[config.mk]
export PLATFORM = sky130hd
export DESIGN_NAME = wake_latch_top
export DESIGN_NICKNAME = d
export VERILOG_FILES = /design/src/rtl/wake_pkg.sv /design/src/rtl/wake_edge_det.sv /design/src/rtl/wake_clr_gen.sv /design/src/rtl/wake_latch_top.sv
export SDC_FILE = /design/constraint.sdc
export NUM_CORES = 1
export LEC_CHECK = 0
export BUFFER_PORTS_ARGS = -buffer_cell sky130_fd_sc_hd__buf_4
export CORE_MARGIN = 5
export CORE_UTILIZATION = 60
export CTS_CLUSTER_SIZE = 10
export DETAILED_ROUTE_END_ITERATION = 12
export PLACE_DENSITY = 0.82
export RECOVER_POWER = 100
export SYNTH_ARGS = -nofsm -noshare
export SYNTH_HDL_FRONTEND = slang
export SYNTH_HIERARCHICAL = 1
export SYNTH_SLANG_ARGS = --single-unit
[constraint.sdc]
create_clock -name clk -period 10 [get_ports clk]
set_input_delay 0.5 -clock clk [delete_from_list [all_inputs] [get_ports clk]]
set_output_delay 0.5 -clock clk [all_outputs]
set_load 0.02 [all_outputs]
[src/rtl/wake_pkg.sv]
package wake_pkg;
  localparam int ADDR_W = 3;

  localparam logic [ADDR_W-1:0] A_EDGE      = 3'd0;
  localparam logic [ADDR_W-1:0] A_ENABLE    = 3'd1;
  localparam logic [ADDR_W-1:0] A_FLAG_RAW  = 3'd2;
  localparam logic [ADDR_W-1:0] A_FLAG_MSK  = 3'd3;
  localparam logic [ADDR_W-1:0] A_USB_EDGE  = 3'd4;
  localparam logic [ADDR_W-1:0] A_USB_FLAG  = 3'd5;
endpackage

[src/rtl/wake_edge_det.sv]
module wake_edge_det #(
  parameter int W = 8
) (
  input  logic         clk,
  input  logic         rst_n,
  input  logic [W-1:0] pin_i,
  input  logic [W-1:0] fall_sel_i,
  input  logic [W-1:0] clr_i,
  output logic [W-1:0] flag_o
);
  logic [W-1:0] hist_q, hist_d;
  logic [W-1:0] flag_q, flag_d;
  logic [W-1:0] evt;

  always_comb begin
    evt    = (pin_i & ~hist_q & ~fall_sel_i) | (~pin_i & hist_q & fall_sel_i);
    flag_d = (flag_q & ~clr_i) | evt;
    hist_d = pin_i;
  end

  always_ff @(posedge clk or negedge rst_n) begin
    if (!rst_n) begin
      hist_q <= '0;
      flag_q <= '0;
    end else begin
      hist_q <= hist_d;
      flag_q <= flag_d;
    end
  end

  assign flag_o = flag_q;

  // a flag only drops after a clear pulse was present
  assert_flag_hold_R6: assert property (@(posedge clk) disable iff (!rst_n)
    (($past(flag_q) & ~flag_q & ~$past(clr_i)) == '0));

  // a flag only rises after a selected edge was seen
  assert_flag_cause_R2: assert property (@(posedge clk) disable iff (!rst_n)
    ((~$past(flag_q) & flag_q & ~$past(evt)) == '0));
endmodule

[src/rtl/wake_clr_gen.sv]
module wake_clr_gen #(
  parameter int W = 8
) (
  input  logic         clk,
  input  logic         rst_n,
  input  logic         stb_i,
  input  logic [W-1:0] mask_i,
  output logic [W-1:0] pulse_o
);
  logic [W-1:0] pulse_q, pulse_d;

  always_comb begin
    pulse_d = stb_i ? mask_i : '0;
  end

  always_ff @(posedge clk or negedge rst_n) begin
    if (!rst_n) pulse_q <= '0;
    else        pulse_q <= pulse_d;
  end

  assign pulse_o = pulse_q;

  // without a new strobe the pulse is gone after one cycle
  assert_pulse_single_R6: assert property (@(posedge clk) disable iff (!rst_n)
    !stb_i |=> (pulse_q == '0));

  // any pulse bit traces back to a strobe one cycle earlier
  assert_pulse_src_R6: assert property (@(posedge clk) disable iff (!rst_n)
    (pulse_q != '0) |-> $past(stb_i));
endmodule

[src/rtl/wake_latch_top.sv]
module wake_latch_top
  import wake_pkg::*;
#(
  parameter int NUM_PORTS = 4,
  parameter int PORT_W    = 8,
  parameter int DATA_W    = 32
) (
  input  logic                        clk,
  input  logic                        arst_n,
  input  logic                        reg_wen,
  input  logic [ADDR_W-1:0]           reg_addr,
  input  logic [DATA_W-1:0]           reg_wdata,
  output logic [DATA_W-1:0]           reg_rdata,
  input  logic [NUM_PORTS*PORT_W-1:0] pin_i,
  input  logic                        usb_i,
  output logic                        wake_req_o
);
  localparam int N = NUM_PORTS * PORT_W;

  // reset: asserted asynchronously, released on the clock
  logic [1:0] rs_q;
  logic       rst_n;
  always_ff @(posedge clk or negedge arst_n) begin
    if (!arst_n) rs_q <= 2'b00;
    else         rs_q <= {rs_q[0], 1'b1};
  end
  assign rst_n = rs_q[1];

  // configuration registers
  logic [N-1:0] edge_q, edge_d, en_q, en_d;
  logic         usb_edge_q, usb_edge_d;
  logic         wr_edge, wr_en, wr_usb_edge;

  always_comb begin
    wr_edge     = reg_wen && (reg_addr == A_EDGE);
    wr_en       = reg_wen && (reg_addr == A_ENABLE);
    wr_usb_edge = reg_wen && (reg_addr == A_USB_EDGE);
    edge_d      = wr_edge     ? reg_wdata[N-1:0] : edge_q;
    en_d        = wr_en       ? reg_wdata[N-1:0] : en_q;
    usb_edge_d  = wr_usb_edge ? reg_wdata[0]     : usb_edge_q;
  end

  always_ff @(posedge clk or negedge rst_n) begin
    if (!rst_n) begin
      edge_q     <= '0;
      en_q       <= '0;
      usb_edge_q <= 1'b0;
    end else begin
      edge_q     <= edge_d;
      en_q       <= en_d;
      usb_edge_q <= usb_edge_d;
    end
  end

  // acknowledge strobes and masks
  logic         pin_ack_stb, usb_ack_stb;
  logic [N-1:0] pin_ack_mask, pin_clr;
  logic         usb_clr;

  always_comb begin
    pin_ack_stb  = reg_wen && ((reg_addr == A_FLAG_RAW) || (reg_addr == A_FLAG_MSK));
    pin_ack_mask = (reg_addr == A_FLAG_MSK) ? (reg_wdata[N-1:0] & en_q) : reg_wdata[N-1:0];
    usb_ack_stb  = reg_wen && (reg_addr == A_USB_FLAG);
  end

  wake_clr_gen #(.W(N)) u_pin_clr (
    .clk(clk), .rst_n(rst_n), .stb_i(pin_ack_stb),
    .mask_i(pin_ack_mask), .pulse_o(pin_clr)
  );

  wake_clr_gen #(.W(1)) u_usb_clr (
    .clk(clk), .rst_n(rst_n), .stb_i(usb_ack_stb),
    .mask_i(reg_wdata[0]), .pulse_o(usb_clr)
  );

  // one edge detector per port
  logic [N-1:0] pin_flag;
  logic         usb_flag;

  for (genvar p = 0; p < NUM_PORTS; p++) begin : g_port
    wake_edge_det #(.W(PORT_W)) u_det (
      .clk       (clk),
      .rst_n     (rst_n),
      .pin_i     (pin_i[p*PORT_W +: PORT_W]),
      .fall_sel_i(edge_q[p*PORT_W +: PORT_W]),
      .clr_i     (pin_clr[p*PORT_W +: PORT_W]),
      .flag_o    (pin_flag[p*PORT_W +: PORT_W])
    );
  end

  wake_edge_det #(.W(1)) u_usb_det (
    .clk(clk), .rst_n(rst_n), .pin_i(usb_i), .fall_sel_i(usb_edge_q),
    .clr_i(usb_clr), .flag_o(usb_flag)
  );

  // read path and wake request
  always_comb begin
    reg_rdata = '0;
    case (reg_addr)
      A_EDGE:     reg_rdata[N-1:0] = edge_q;
      A_ENABLE:   reg_rdata[N-1:0] = en_q;
      A_FLAG_RAW: reg_rdata[N-1:0] = pin_flag;
      A_FLAG_MSK: reg_rdata[N-1:0] = pin_flag & en_q;
      A_USB_EDGE: reg_rdata[0]     = usb_edge_q;
      A_USB_FLAG: reg_rdata[0]     = usb_flag;
      default:    reg_rdata        = '0;
    endcase
  end

  assign wake_req_o = (|(pin_flag & en_q)) | usb_flag;

  // the masked view never shows a disabled pin
  assert_masked_subset_R5: assert property (@(posedge clk) disable iff (!rst_n)
    (reg_addr == A_FLAG_MSK) |-> ((reg_rdata[N-1:0] & ~en_q) == '0));

  // configuration changes only on a write
  assert_cfg_hold_R11: assert property (@(posedge clk) disable iff (!rst_n)
    !reg_wen |=> ($stable(edge_q) && $stable(en_q) && $stable(usb_edge_q)));

  // a wake request implies some flag is held
  assert_wake_src_R9: assert property (@(posedge clk) disable iff (!rst_n)
    wake_req_o |-> (usb_flag || (pin_flag != '0)));
endmodule

==> results.md, run 1 <==
* Status: finished with violations
* Failing checks: max-capacitance violations, max-slew violations
* Fin crit share at 48.1%
* Share of the synthesized area in the top cell type at a little under three fifths
* First-pass GRT wire length at about 30000 µm
* Met2 routed WL at between 8000 and 9000 µm
* Gate Count Post-Synth at 625
* Area occupied by multi-input gates at between 2000 and 3000 µm²
* Gr usage total at 26.2%
* Worst Max-Slew Pin Slew at roughly 4.5 ns
* Row Count at 40
* Worst VDD drop at between 0.15 and 0.2 mV
* Post-synth top area cell: dfrtp_1
* Grt ovf at 0
* CP Capture Type: flop
* Startpoint types: input port
* Sw Pwr at roughly 0.48 mW
* Critical path class: in -> reg
* Combinational share of power at approximately 14%
* Core area at 11900 µm²
* Top cells by area, synth: dfrtp_1, mux2_2, o221a_2
* Clock latency on the worst-skew pair at ~0.43 ns
* Clock Power Share at approximately 37%
* Worst-path clk slew at 0.06 ns
* Min Clock Period, post-route at approximately 4.8 ns
* Synth cell types at 42
* Average cell area after synthesis at ~12 µm²
* Final nets at a little under 800
* Top_reg_cell synth: dfrtp_1
* Design area at approximately 8400 µm²
* Synth-to-layout area growth at 16.0%
* Largest net degree at the start of global routing at 87
* Die Ht at 120 µm
* Share of cells above drive strength 1 at between 20% and 30%
* Number of global-route vias before repair at about 5.6k
* Layout filler cell count at roughly 940
* Total CTS buffers at 17
* CTS tree: built
* WL met3 at ~1200 µm
* Storage cell area at roughly 4200 µm²
* Number of H-tree levels at 4
* Synth async-reset ratio at 100%
* Routed met1 length at 7690 µm
* Die Span X at ~120 µm
* Flops & latches, synth at between 150 and 200
* Warnings, synthesis at 6
* DR vias/cell at a little over 6
* Pins Over Slew Limit at about 210
* Leakage at roughly 3.8 nW
* Final HPWL DP at roughly 12000 µm
* Fmax at just over 0.2 GHz
* DR iter-0 viols at 520
* Final hold viol count at 0
* Worst EP arrival at 5.04 ns
* I/O pin count at about 100
* Power Density at 209 nW/µm²
* Internal power at 1.27 mW
* Worst-case clock buffer depth at 2
* 1st-pass router iterations at 5
* Worst EP required at a little over 10 ns
* Via count at approximately 5.3k
* Routability Congestion at approximately 0.82
* Number of synthesized flops with an enable pin at 0
* Setup TNS at 0 ns
* Fin util at 70.2%
* Wire per inst at roughly 20 µm
* Clk_skew at roughly 0.010 ns
* # DRC at 0
* # clock sinks at 166
* Initial antenna violation count at 0
* # diodes at 0
* Relative slew slack at -198%
* Post-CTS Setup Inserts at 0
* Highest Signal Layer: met4
* Max cap viols at 6
* Initial core utilization at 60.6%
* Post-placement cell area at a little over 8000 µm²
* Die outline area at approximately 14000 µm²
* Post-CTS Resized at 0
* Final wirelength at between 15000 and 20000 µm
* Tightest Hold Check Type: in -> reg
* Post-DRT Antenna Nets at 0
* Most frequent cell after synthesis: dfrtp_1
* CP max FO at 38
* IO Port Bufs at between 100 and 150
* Switch share at a little over a quarter
* Final Setup Violations at 0
* RSZ-0062 raised after global routing: no
* Commonest cells post-synth: dfrtp_1, inv_1, nand2_1
* Cell Area, Synth at around 7200 µm²
* Seq pwr share at between 40 and 50%
* Syn nets at around 700
* Root Buffer: clkbuf_16
* Sequential-to-total area share from yosys stat at ~58%
==> area by class of cell <==
class,instances,share of cell area [%]
Clock buffer,23,5.95
Clock inverter,9,1.17
Inverter,66,2.96
Multi-Input combinational cell,362,31.3
Sequential cell,166,49.7
Tap cell,147,2.20
Timing Repair Buffer,111,6.76
==> metal layers <==
layer  track usage (%)  vias up
met5                 0        -
met4              8.59        0
met3              6.27       23
met2              42.0      182
met1              35.4     2699
li1                  -     2427
==> power by group through the flow <==
stage | clock network [mW] | logic, mW | registers, mW
after global placement | 0 | 0.263 | 0.847
after CTS | 0.661 | 0.276 | 0.843
after floorplan | 0 | 0.178 | 0.831
after detailed placement | 0 | 0.274 | 0.853
after global routing | 0.689 | 0.281 | 0.857
final | 0.651 | 0.254 | 0.844
==> sequential cells by signal, indices dropped and copies added (netlist names) <==
register	count
en_q	32
rs_q	2
u_usb_det/flag_o	1
g_port.u_det/flag_o	32
u_usb_det/hist_q	1
u_pin_clr/pulse_o	32
g_port.u_det/hist_q	32
edge_q	32
usb_edge_q	1
u_usb_clr/pulse_o	1
==> through the flow <==
stage / hold slack, ns / std cells / setup slack [ns] / power [mW]
after floorplan: 0.204 / 625 / 5.03 / 1.01
final: 0.218 / 884 / 5.19 / 1.75
after CTS: 0.180 / 884 / 7.31 / 1.78
after global placement: 0.282 / 851 / 7.60 / 1.11
after global routing: 0.203 / 884 / 4.21 / 1.83
after detailed placement: 0.284 / 851 / 7.55 / 1.13
==> worst paths after layout <==
path                       slack (ns)        start                   endpoint  cells past startpoint
max in group asynchronous        5.29      rs_q[1]                 edge_q[20]                      2
hold / removal                   0.22     pin_i[7]  g_port[0].u_det/hist_q[7]                      1
setup / recovery                 5.19  reg_addr[0]                   en_q[23]                      5
setup reg to reg                 5.29      rs_q[1]                 edge_q[20]                      2
hold reg to reg                  0.35      rs_q[0]                    rs_q[1]                      0
min in group asynchronous        0.40       arst_n                    rs_q[1]                      2
==> critical path: stages <==
cell and delay [ns]:
clkbuf_1 1.43, nand2b_1 0.31, nor2_1 1.35, clkbuf_1 1.17, o21ai_0 0.24
==> what timing repair did <==
item	CTS	global route
setup endpoints to repair	0	0
hold buffers	1	0
endpoints found under the hold margin	2	0
==> layout by cell type (no fill, tap or decap), types with 3 or more instances in the layout <==
cell type / netlist / final
o21ai_0: 31 / 33
nand2_1: 62 / 62
o21a_1: 32 / 32
clkbuf_8: 0 / 5
and2_2: 32 / 32
clkbuf_1: 12 / 73
or3b_1: 28 / 28
o221ai_1: 33 / 34
inv_1: 65 / 65
dfrtp_1: 166 / 165
a22o_1: 4 / 4
nand2b_1: 6 / 6
a22oi_1: 4 / 4
a21oi_1: 33 / 33
clkinv_2: 0 / 6
a221oi_1: 5 / 5
buf_4: 1 / 38
mux2_2: 31 / 31
o221a_1: 3 / 3
clkbuf_16: 0 / 17
nor2_1: 4 / 4
o221a_2: 28 / 28
nand3b_1: 5 / 5
==> cell families after synthesis <==
kind of cell	share of synthesized area (%)
flops	57.6
mux	5.15
compound gates	18.7
other cells	0.0520
simple gates	12.6
buf+inv	5.91
(Power assumes the default switching activity.)
==> run 2: changes to the inputs <==
--- a/config.mk
+++ b/config.mk
@@ -7,10 +7,10 @@
 export LEC_CHECK = 0
 export BUFFER_PORTS_ARGS = -buffer_cell sky130_fd_sc_hd__buf_4
 export CORE_MARGIN = 5
-export CORE_UTILIZATION = 60
+export CORE_UTILIZATION = 52
 export CTS_CLUSTER_SIZE = 10
 export DETAILED_ROUTE_END_ITERATION = 12
-export PLACE_DENSITY = 0.82
+export PLACE_DENSITY = 0.75
 export RECOVER_POWER = 100
 export SYNTH_ARGS = -nofsm -noshare
 export SYNTH_HDL_FRONTEND = slang
==> constraint.sdc (replaced) <==
create_clock -name clk -period 4.1 [get_ports clk]
set_input_delay 0.205 -clock clk [delete_from_list [all_inputs] [get_ports clk]]
set_output_delay 0.205 -clock clk [all_outputs]
set_load 0.02 [all_outputs]
==> run 2 against run 1 <==
  * The flow still finishes with violations (max-capacitance violations, max-slew violations)
  * Worst setup slack worse by 4.2 ns
  * Combinational power rose to 2.5 times the previous value
  * Power rose to 2.5 times the previous value
  * Clock skew down 0.0017 ns
  * Die area up 14%
  * Global-route usage down 2.5 points
  * Wire length up 3.7%
  * Sequential power up 150%
  * Sequential share of layout area down 3.3 points
  * Design area up 7.2%
  * Non-clock buffer count up 48
  * Critical endpoint is now edge_q[4]
  * Largest cell class unchanged
==> results.md, run 2 (synthesis results as in run 1) <==
* Status: finished with violations
* Failing checks: max-capacitance violations, max-slew violations
* Fin util at 65.4%
* Fin crit share at between 70% and 80%
* Core area at approximately 14000 µm²
* Final HPWL DP at roughly 12000 µm
* DR vias/cell at about 5.7
* Number of H-tree levels at 4
* Post-CTS Setup Inserts at 0
* R2R Setup Slk at between 2 and 3 ns
* Critical path class: in -> reg
* Commonest non-fill, non-tap cell in the layout: dfrtp_1
* 1st-pass router iterations at 5
* Post-DRT Antenna Nets at 0
* RSZ-0062 raised after global routing: no
* Leading cell types in the layout, fill and taps excluded: dfrtp_1, clkbuf_1, inv_1
* # clock sinks at roughly 170
* Die outline area at 16300 µm²
* Fmax at about 0.32 GHz
* Largest net degree at the start of global routing at 90
* Setup TNS at 0 ns
* IO Port Bufs at a little over 100
* Worst EP arrival at 3.47 ns
* Final hold viol count at 0
* DR iter-0 viols at roughly 600
* Leakage at between 3 and 4 nW
* # DRC at 0
* Clock latency on the worst-skew pair at approximately 0.43 ns
* CP Capture Type: flop
* Via count at 5497
* Grt ovf at 0
* Storage cell area at approximately 4200 µm²
* Startpoint types: input port
* Fin worst setup slack at between 0.9 and 1 ns
* # diodes at 0
* First-pass GRT wire length at between 20000 and 30000 µm
* Total CTS buffers at 17
* Worst VDD drop at between 0.3 and 0.4 mV
* Post-CTS Resized at 0
* Routability Congestion at between 0.8 and 0.9
* Post-CTS Hold Buffers at 49
* Root Buffer: clkbuf_16
* Area occupied by multi-input gates at ~2600 µm²
* Gr usage total at between 20% and 30%
* Placement Setup Slack at slightly below 2 ns
* Max cap viols at 1
* Layout filler cell count at about 1.1k
* CTS tree: built
* Worst Max-Slew Pin Slew at 2.08 ns
* Worst-path clk slew at roughly 0.060 ns
* Row Count at 43
* Min Clock Period, post-route at approximately 3.2 ns
* Initial core utilization at approximately 53%
* Synth-to-layout area growth at 24.3%
* Clk_skew at slightly below 0.009 ns
* Pins Over Slew Limit at 40
* Worst-case clock buffer depth at 2
* Share of cells above drive strength 1 at 21.5%
* Final nets at 843
* Relative slew slack at -38.7%
* Overall power at ~4.4 mW
* Final wirelength at between 15000 and 20000 µm
* Number of global-route vias before repair at 5777
* Wire per inst at roughly 19 µm
* Initial antenna violation count at 0
* Tightest Hold Check Type: in -> reg
* CP max FO at 39
* Worst EP required at about 4.4 ns
* Power Density at 495 nW/µm²
* I/O pin count at roughly 100
* Die Span X at approximately 130 µm
* Final Setup Violations at 0
* Die Ht at 128 µm
## run 2: cell types whose count changed in the layout (fill, tap and decap cells not counted), sizes merged
| cell | change |
|---|---|
| buf | +2 |
| bufinv | +3 |
| clkbuf | -4 |
| clkinv | -4 |
| clkinvlp | +1 |
| dlygate4sd3 | +48 |
## run 2: area by class of cell
cell class	count	area share [%]
Inverter	66	2.76
Sequential cell	166	46.3
Timing Repair Buffer	159	12.0
Tap cell	180	2.51
Clock buffer	21	5.13
Multi-Input combinational cell	362	29.3
Clock inverter	9	1.95
## run 2: worst paths after layout
| path | start | end | depth (start not counted) |
|---|---|---|---|
| worst max-delay path | reg_addr[2] | edge_q[4] | 4 |
| worst min-delay path | reg_wdata[30] | en_q[30] | 3 |
| worst max register to register | rs_q[1] | g_port[1].u_det/flag_o[6] | 1 |
| worst min register to register | rs_q[0] | rs_q[1] | 0 |
| max in group asynchronous | rs_q[1] | g_port[1].u_det/flag_o[6] | 1 |
| min in group asynchronous | arst_n | rs_q[1] | 2 |
## run 2: power by group
group          switching (mW)  internal (mW)
registers               0.217           1.85
clock network           0.625           1.10
logic                   0.329          0.316
## run 2: per-stage QoR
step / hold slack, ns / std cells / area, µm²
final: 0.00915 / 963 / 8970
after global routing: 0.0186 / 963 / 8970
after CTS: 0.000159 / 963 / 9240
after detailed placement: -0.00943 / 884 / 8110
after global placement: -0.0129 / 884 / 8110
after floorplan: -0.0906 / 625 / 7220
## run 2: worst max-delay path, stage by stage
cell and delay [ns]:
clkbuf_1 0.76, nor3_1 1.30, clkbuf_1 0.76, mux2_2 0.42
## run 2: layer usage
metal | vias up | part of all wire [%] | wire length [µm] | GRT usage (%)
li1 | 2512 | - | - | -
met1 | 2768 | 41 | 7540 | 29.9
met2 | 183 | 51 | 9430 | 39.7
met3 | 34 | 5.9 | 1080 | 6.00
met4 | 0 | 1.9 | 355 | 8.18
met5 | - | 0 | 0 | 0
